**src/rtl/padScanPkg.sv**
```systemverilog
package padScanPkg;
  localparam int CELLS_PER_PAD = 3;
  localparam int CELL_IN  = 0;
  localparam int CELL_OUT = 1;
  localparam int CELL_OE  = 2;

  typedef struct packed {
    logic capture;
    logic shift;
    logic update;
    logic extest;
    logic intest;
  } scanCtl_t;
endpackage

```
**src/rtl/scanCtrl.sv**
```systemverilog
module scanCtrl
  import padScanPkg::*;
(
  input  logic     selChain,
  input  logic     captureDr,
  input  logic     shiftDr,
  input  logic     updateDr,
  input  logic     modeExtest,
  input  logic     modeIntest,
  output scanCtl_t ctl
);
  // Strobes act only with the chain selected; capture wins over shift, shift over update.
  always_comb begin
    ctl.capture = selChain & captureDr;
    ctl.shift   = selChain & shiftDr & ~captureDr;
    ctl.update  = selChain & updateDr & ~captureDr & ~shiftDr;
    ctl.extest  = modeExtest;
    ctl.intest  = modeIntest;
  end
endmodule

```
**src/rtl/scanDatapath.sv**
```systemverilog
module scanDatapath
  import padScanPkg::*;
#(
  parameter int PADS = 8,
  localparam int LEN = PADS * CELLS_PER_PAD
) (
  input  logic            tck,
  input  logic            trstN,
  input  logic            tdi,
  input  scanCtl_t        ctl,
  input  logic [PADS-1:0] padIn,
  input  logic [PADS-1:0] coreOut,
  input  logic [PADS-1:0] coreOe,
  output logic [PADS-1:0] padOut,
  output logic [PADS-1:0] padOe,
  output logic [PADS-1:0] coreIn,
  output logic            tdo,
  output logic [LEN-1:0]  shiftVec,
  output logic [LEN-1:0]  updVec
);
  logic [LEN-1:0] capVec;
  logic [LEN-1:0] shiftQ;
  logic [LEN-1:0] updQ;
  logic           tdoQ;

  for (genvar p = 0; p < PADS; p++) begin : gPad
    localparam int BASE = p * CELLS_PER_PAD;
    assign padOut[p] = ctl.extest ? updQ[BASE + CELL_OUT] : coreOut[p];
    assign padOe[p]  = ctl.extest ? updQ[BASE + CELL_OE]  : coreOe[p];
    assign coreIn[p] = ctl.intest ? updQ[BASE + CELL_IN]  : padIn[p];
    assign capVec[BASE + CELL_IN]  = padIn[p];
    assign capVec[BASE + CELL_OUT] = padOut[p];
    assign capVec[BASE + CELL_OE]  = padOe[p];
  end

  always_ff @(posedge tck or negedge trstN) begin
    if (!trstN) begin
      shiftQ <= '0;
    end else if (ctl.capture) begin
      shiftQ <= capVec;
    end else if (ctl.shift) begin
      shiftQ <= {tdi, shiftQ[LEN-1:1]};
    end
  end

  always_ff @(posedge tck or negedge trstN) begin
    if (!trstN) begin
      updQ <= '0;
    end else if (ctl.update) begin
      updQ <= shiftQ;
    end
  end

  always_ff @(negedge tck or negedge trstN) begin
    if (!trstN) begin
      tdoQ <= 1'b0;
    end else begin
      tdoQ <= shiftQ[0];
    end
  end

  assign tdo      = tdoQ;
  assign shiftVec = shiftQ;
  assign updVec   = updQ;
endmodule

```
**src/rtl/padScanChain.sv**
```systemverilog
module padScanChain
  import padScanPkg::*;
#(
  parameter int PADS = 8
) (
  input  logic            tck,
  input  logic            trstN,
  input  logic            tdi,
  output logic            tdo,
  input  logic            selChain,
  input  logic            captureDr,
  input  logic            shiftDr,
  input  logic            updateDr,
  input  logic            modeExtest,
  input  logic            modeIntest,
  input  logic [PADS-1:0] padIn,
  input  logic [PADS-1:0] coreOut,
  input  logic [PADS-1:0] coreOe,
  output logic [PADS-1:0] padOut,
  output logic [PADS-1:0] padOe,
  output logic [PADS-1:0] coreIn
);
  localparam int LEN = PADS * CELLS_PER_PAD;

  scanCtl_t       ctl;
  logic [LEN-1:0] shiftVec;
  logic [LEN-1:0] updVec;

  scanCtrl uCtrl (
    .selChain   (selChain),
    .captureDr  (captureDr),
    .shiftDr    (shiftDr),
    .updateDr   (updateDr),
    .modeExtest (modeExtest),
    .modeIntest (modeIntest),
    .ctl        (ctl)
  );

  scanDatapath #(.PADS(PADS)) uData (
    .tck      (tck),
    .trstN    (trstN),
    .tdi      (tdi),
    .ctl      (ctl),
    .padIn    (padIn),
    .coreOut  (coreOut),
    .coreOe   (coreOe),
    .padOut   (padOut),
    .padOe    (padOe),
    .coreIn   (coreIn),
    .tdo      (tdo),
    .shiftVec (shiftVec),
    .updVec   (updVec)
  );
endmodule

```
**config.mk**
```make
export PLATFORM = sky130hd
export DESIGN_NAME = padScanChain
export DESIGN_NICKNAME = d
export VERILOG_FILES = /design/src/rtl/padScanPkg.sv /design/src/rtl/scanCtrl.sv /design/src/rtl/scanDatapath.sv /design/src/rtl/padScanChain.sv
export SDC_FILE = /design/constraint.sdc
export NUM_CORES = 1
export LEC_CHECK = 0
export BUFFER_PORTS_ARGS = -buffer_cell sky130_fd_sc_hd__buf_2
export CORE_ASPECT_RATIO = 1.1
export CORE_MARGIN = 2
export CORE_UTILIZATION = 52
export CTS_CLUSTER_DIAMETER = 40
export DETAILED_ROUTE_END_ITERATION = 7
export PLACE_DENSITY = 0.76
export RECOVER_POWER = 25
export SLEW_MARGIN = 20
export SYNTH_ARGS = -nofsm -noshare
export SYNTH_HDL_FRONTEND = slang
export SYNTH_SLANG_ARGS = --single-unit
export TNS_END_PERCENT = 20
```
**constraint.sdc**
```tcl
create_clock -name tck -period 1.2 [get_ports tck]
set_input_delay 0.24 -clock tck [delete_from_list [all_inputs] [get_ports tck]]
set_output_delay 0.24 -clock tck [all_outputs]
set_load 0.03 [all_outputs]
```
Word-level counts from Yosys, hierarchy flattened
Cells that the tools add are included.
{ "totals": {"regBits": 49, "wordCells": 38} }
{ "classes": {"reduce_logical": 1, "mux": 26, "bitwise_logic": 8} }
{ "ops": {"columns": ["op", "n"], "rows": [
  ["2-to-1 mux 24 bit", 2],
  ["2-to-1 mux 1 bit", 24],
  ["bitwise AND 1 bit", 6],
  ["NOT 1 bit", 2],
  ["nonzero test 2 bit", 1]
]} }

Logic depth before layout (Yosys ltp)
Gate-level depths: netlist of run 1.
{ "logic_depth": {"depth_word": 4, "depth_mapped": 5} }

By module
A second synthesis of run 1 with hierarchy kept.
{ "hier_totals": {"cells_unflattened": 171, "hier_area_um2": 2516.2} }
{ "by_module_without_submodules": {"columns": ["module", "seq_area_each_um2", "area_per_inst_um2", "cells_each", "n_inst"], "rows": [
  ["scanDatapath", 1226.2, 2471.1, 166, 1],
  ["scanCtrl", 0.0, 45.0, 5, 1]
]} }

==> summary.txt, run 1 <==
Mapped Avg Cell Area - 12.00 µm²
simple-gate area share of the yosys netlist - 5.240%
fin util - 72.94%
Cells after Synth - 189
CP max FO - 1
critical path class - reg -> out
Post-Route Setup TNS - -4074 ps
Worst Setup SP - uData.tdo$_DFF_NN0_
Critical Path Sink - tdo
drt first pass iters - 4
Top-Level Pins - 58
failing checks - negative setup slack
Reg-to-Reg End - uData.shiftVec[20]$_DFFE_PN0P_
post-synthesis compound-gate area fraction - 12.24%
depth of the most critical reg-to-reg path - 5
DIE AREA - 0.004907 mm²
Root Driver - clkbuf_8
Maximum Capacitance Violations - 0
Buf/Inv on CP - 1
Worst Clk Skew - 4.362 ps
Finish-stage setup viols - 26
sequential-to-total area share from yosys stat - 54.05%
post-synthesis adder-cell area fraction - 0%
commonest cells after routing, fill and taps aside - dfrtp_1 (48), buf_2 (30), buf_6 (25)
Worst setup EP type - output port
total gr overflow - 0
CP max stage delay - 400 ps
outcome - finished, violations left
share of cells above drive strength 1 - 52.29%
Yosys warning count - 0
GRT Overall Usage - 24.64%
core area - 0.004254 mm²
CTS Buffer Depth - 2
average wire per standard cell - 17.21 µm
ant diodes - 0
unrepaired setup endpoints after global routing - yes
Total Wirelength - 5438 µm
Lkg Pwr - 0.001407 µW
GPL Wtd Cong - 0.7961
worst-path cell chain - buf_6
power density over cell area - 1798 mW/mm²
Pwr Total - 5580 µW
CP max stage cell - dfrtn_1
Startpoint Class - flip-flop
Die Span Y - 73.27 µm
IO buf count - 57
Reg2Reg Launch Point - uData.updVec[20]$_DFFE_PN0P_
Hold Vio Cnt, Final - 0
initial core utilization - 53.32%
Reg2Reg Setup Slack - -70 ps
CTS Sinks - 49
largest family of logic cells by synthesized area - multiplexers
Final ANT Viol Nets - 0
clock latency on the worst-skew pair - 310 ps
Placement Setup Slack - -183.5 ps
largest net degree at the start of global routing - 33
Num CTS Buffers - 5
Slew @ Worst Pin - 431.7 ps
WHS - 228.8 ps
xor-xnor portion of the synthesized cell area - 0%
Syn Nets - 222
commonest non-fill, non-tap cell in the layout - dfrtp_1
Worst Hold Class - in -> reg
Yosys reg bits - 49
first-pass GRT wire length - 8928 µm
initial drt markers - 84
Area growth syn-to-layout - 36.79%
Synth cell types - 15
routed vias/inst - 5.589
worst vdd ir - 1.145 mV
die width - 66.98 µm
CP Data Required Time - 960 ps
Netlist Area Pre-Place - 0.002268 mm²
Reg clk slew, reported paths - 90 ps
Detail Placement HPWL - 3376 µm
# nets final - 294
Setup WS post-layout - -473.2 ps
antenna violations before repair - 0
vias - 1766
DRC - 0
Slew HR - 71.22%
vias in the first global route - 1851
WP depth - 1
delay-heaviest family, CP - flip-flops
mux share of post-synthesis cell area - 23.83%
Final Max Slew Viols - 0
H-tree levels - 2
Rows - 25
TritonCTS clock tree - built
Worst EP arrival - 1430 ps
-- synth_stat cells (all sizes together) --
master	instances	share of area, %
nor2	24	4.0
inv	1	0.17
nand2b	1	0.28
nand2	1	0.28
nor3	1	0.72
o22ai	24	6.6
buf	9	3.5
dfrtn	1	1.1
mux2	48	24
dfrtp	48	53
a21oi	24	5.3
o21a	1	0.33
clkbuf	6	0.99
-- state kept, by name (all words and copies together), names as in the netlist --
| signal | flops |
|---|---|
| uData.shiftVec | 24 |
| uData.tdo | 1 |
| uData.updVec | 24 |
-- metal layers --
metal  track usage, %  wire length (µm)  vias up
met1            32.34              2309      879
li1                 -                 -      829
met3            5.054               248       11
met2            40.33              2768       47
met5                0                 0        -
met4            9.524               112        0
-- final cells by class --
class / instances / area (µm²)
sequential: 49 / 1226
fill: 312 / 1151
multi-input combinational: 124 / 1040
timing repair buffer: 80 / 631.9
clock buffer: 5 / 68.82
tap: 54 / 67.56
clock inverter: 3 / 65.06
inverter: 1 / 3.754
-- worst min path at each step --
stage          startpoint                              to  slack (ps)  depth (start not counted)
5_1_grt               tdi  uData.shiftVec[23]$_DFFE_PN0P_         260                          3
2_1_floorplan       trstN   uData.shiftVec[0]$_DFFE_PN0P_         -60                          0
4_1_cts               tdi  uData.shiftVec[23]$_DFFE_PN0P_         230                          3
3_5_place_dp        trstN    uData.updVec[19]$_DFFE_PN0P_         270                          2
3_3_place_gp        trstN    uData.updVec[22]$_DFFE_PN0P_         270                          2
6_report              tdi  uData.shiftVec[23]$_DFFE_PN0P_         230                          3
-- tightest hold or removal path: cells and delay by family --
family / cells / cell delay [ps]
buf+inv: 1 / 70
compound gates: 2 / 180
-- logic make-up (layout without fill, tap and decap cells) --
kind of cell / count (synthesis) / in the layout
and+or+nand+nor: 27 / 27
DFF: 49 / 49
AOI/OAI and AO/OA: 49 / 49
muxes: 48 / 48
buffers and inverters: 16 / 89
-- power breakdown --
part           switching, µW  internal [µW]
logic                    877           1010
registers                255           2050
clock network            560            828
-- stage by stage --
stage,cells,instance area (µm²)
2_1_floorplan,189,2308
3_3_place_gp,301,2695
3_5_place_dp,301,2695
4_1_cts,313,3078
5_1_grt,316,3103
6_report,316,3103
-- repair_timing --
item                       CTS  global route
pin swaps                    0             1
resized for setup           66             2
hold endpoints to repair    16             0
hold buffers                 1             0
setup buffers                3             3
setup endpoints to repair   25            27
Power figures use the tool's default switching activity.
==> run 2: changes to the inputs <==
- CORE_UTILIZATION: 52 -> 33
- PLACE_DENSITY: 0.76 -> 0.51
- TNS_END_PERCENT: 20 -> not set
==> run 2 against run 1 <==
  * Global-route usage decreased by 9.2 points
  * Core utilization is 22 points lower
  * The flow still finishes with violations (negative setup slack)
  * Clock skew increased by 4.3 ps
  * Sequential share of layout area decreased by 3.2 points
  * Clock power down 30%
  * First-iteration DRC count increased by 60%
==> summary.txt, run 2 (synthesized netlist as in run 1, its figures left out) <==
unrepaired setup endpoints after global routing - yes
commonest non-fill, non-tap cell in the layout - dfrtp_1
Worst Hold Class - in -> reg
drt first pass iters - 4
Slew @ Worst Pin - 455.8 ps
power density over cell area - 1645 mW/mm²
Post-Route Setup TNS - -3610 ps
DIE AREA - 0.007554 mm²
Finish-stage setup viols - 26
CP max stage delay - 400 ps
outcome - finished, violations left
IO buf count - 57
Filler cells - 614
Hold Vio Cnt, Final - 0
routed vias/inst - 4.915
Maximum Capacitance Violations - 0
vias - 1784
Routed met3 length - 190 µm
Total Wirelength - 5634 µm
Top-Level Pins - 58
share of cells above drive strength 1 - 54.45%
DRC - 0
clock latency on the worst-skew pair - 300 ps
DRT met1 WL - 2712 µm
delay-heaviest family, CP - flip-flops
initial core utilization - 34.20%
CTS Sinks - 49
commonest cells after routing, fill and taps aside - dfrtp_1 (48), mux2_4 (35), buf_4 (34), buf_2 (31), buf_6 (26)
worst vdd ir - 0.6472 mV
core area - 0.006633 mm²
met2 WL - 2667 µm
Final ANT Viol Nets - 0
Pwr Total - 5561 µW
Reg clk slew, reported paths - 80 ps
failing checks - negative setup slack
TritonCTS clock tree - built
# nets final - 314
area of the multi-input gates - 0.001115 mm²
WHS - 253.1 ps
CP max stage cell - dfrtn_1
Root Driver - clkbuf_8
CP Data Required Time - 960 ps
Worst setup EP type - output port
Num CTS Buffers - 5
Worst Hold Depth - 3
GPL Wtd Cong - 0.7310
Setup WS post-layout - -463.6 ps
Die Span Y - 90.96 µm
Buf/Inv on CP - 1
Worst Clk Skew - 8.701 ps
Startpoint Class - flip-flop
WP depth - 1
average wire per standard cell - 15.52 µm
die width - 83.05 µm
Worst EP arrival - 1420 ps
total gr overflow - 0
largest net degree at the start of global routing - 37
GRT Overall Usage - 15.41%
Slew HR - 69.62%
depth of the most critical reg-to-reg path - 5
Rows - 31
DR top layer - met4
CP max FO - 1
Area growth syn-to-layout - 48.98%
Detail Placement HPWL - 3450 µm
antenna violations before repair - 0
Final Max Slew Viols - 0
worst-path cell chain - buf_6
critical path class - reg -> out
vias in the first global route - 1837
initial drt markers - 134
Register Area - 0.001226 mm²
CTS Buffer Depth - 2
H-tree levels - 2
first-pass GRT wire length - 9335 µm
Lkg Pwr - 0.001556 µW
ant diodes - 0
run 2: metal layers:
metal  vias up  global-route usage (%)
met5         -                       0
met4         0                   4.098
met3         5                   3.455
met2        39                   23.45
met1       880                   22.17
li1        860                       -
run 2: cell type report:
type	count	share of cell area, %
clock buffers	6	2.444
flip-flops and latches	49	36.28
clock inverters	1	0.2221
inverters	1	0.1111
well taps	82	3.036
repair buffers	100	24.92
multi-input cells	124	32.99
run 2: report_power, final:
part           leakage [µW]  switching [µW]  internal (µW)
Clock             0.0000433             515            456
Sequential         0.000546             257           2050
Combinational      0.000967             940           1340
Total               0.00156            1710           3850
run 2: through the flow:
step / setup WS (ps) / utilization (%) / cell area, µm² / cells
6_report: -463.6 / 50.95 / 3379 / 363
5_1_grt: -483.4 / 50.95 / 3379 / 363
4_1_cts: -469.9 / 50.12 / 3324 / 355
3_5_place_dp: -183.7 / 42.97 / 2850 / 325
3_3_place_gp: -182.7 / 42.97 / 2850 / 325
2_1_floorplan: -172.6 / - / 2404 / 189
run 2: repair_timing:
item,in CTS,in global routing
hold buffers,1,0
endpoints found under the hold margin,12,0
gates resized for setup,64,8
endpoints found under the setup margin,25,28
setup buffers,22,8
pin swaps,0,2
run 2: tightest hold or removal path, cell delays in order:
cell	delay, ps
buf_2	100
o22ai_2	80
a21oi_1	80
run 2: worst paths after layout:
path	from	slack, ps	end
max in group asynchronous	trstN	180	uData.shiftVec[13]$_DFFE_PN0P_
worst min register to register	uData.updVec[9]$_DFFE_PN0P_	500	uData.updVec[9]$_DFFE_PN0P_
worst max register to register	uData.updVec[7]$_DFFE_PN0P_	-20	uData.shiftVec[7]$_DFFE_PN0P_
worst max-delay path	uData.tdo$_DFF_NN0_	-460	tdo
min in group asynchronous	trstN	610	uData.updVec[2]$_DFFE_PN0P_
worst min-delay path	tdi	250	uData.shiftVec[23]$_DFFE_PN0P_
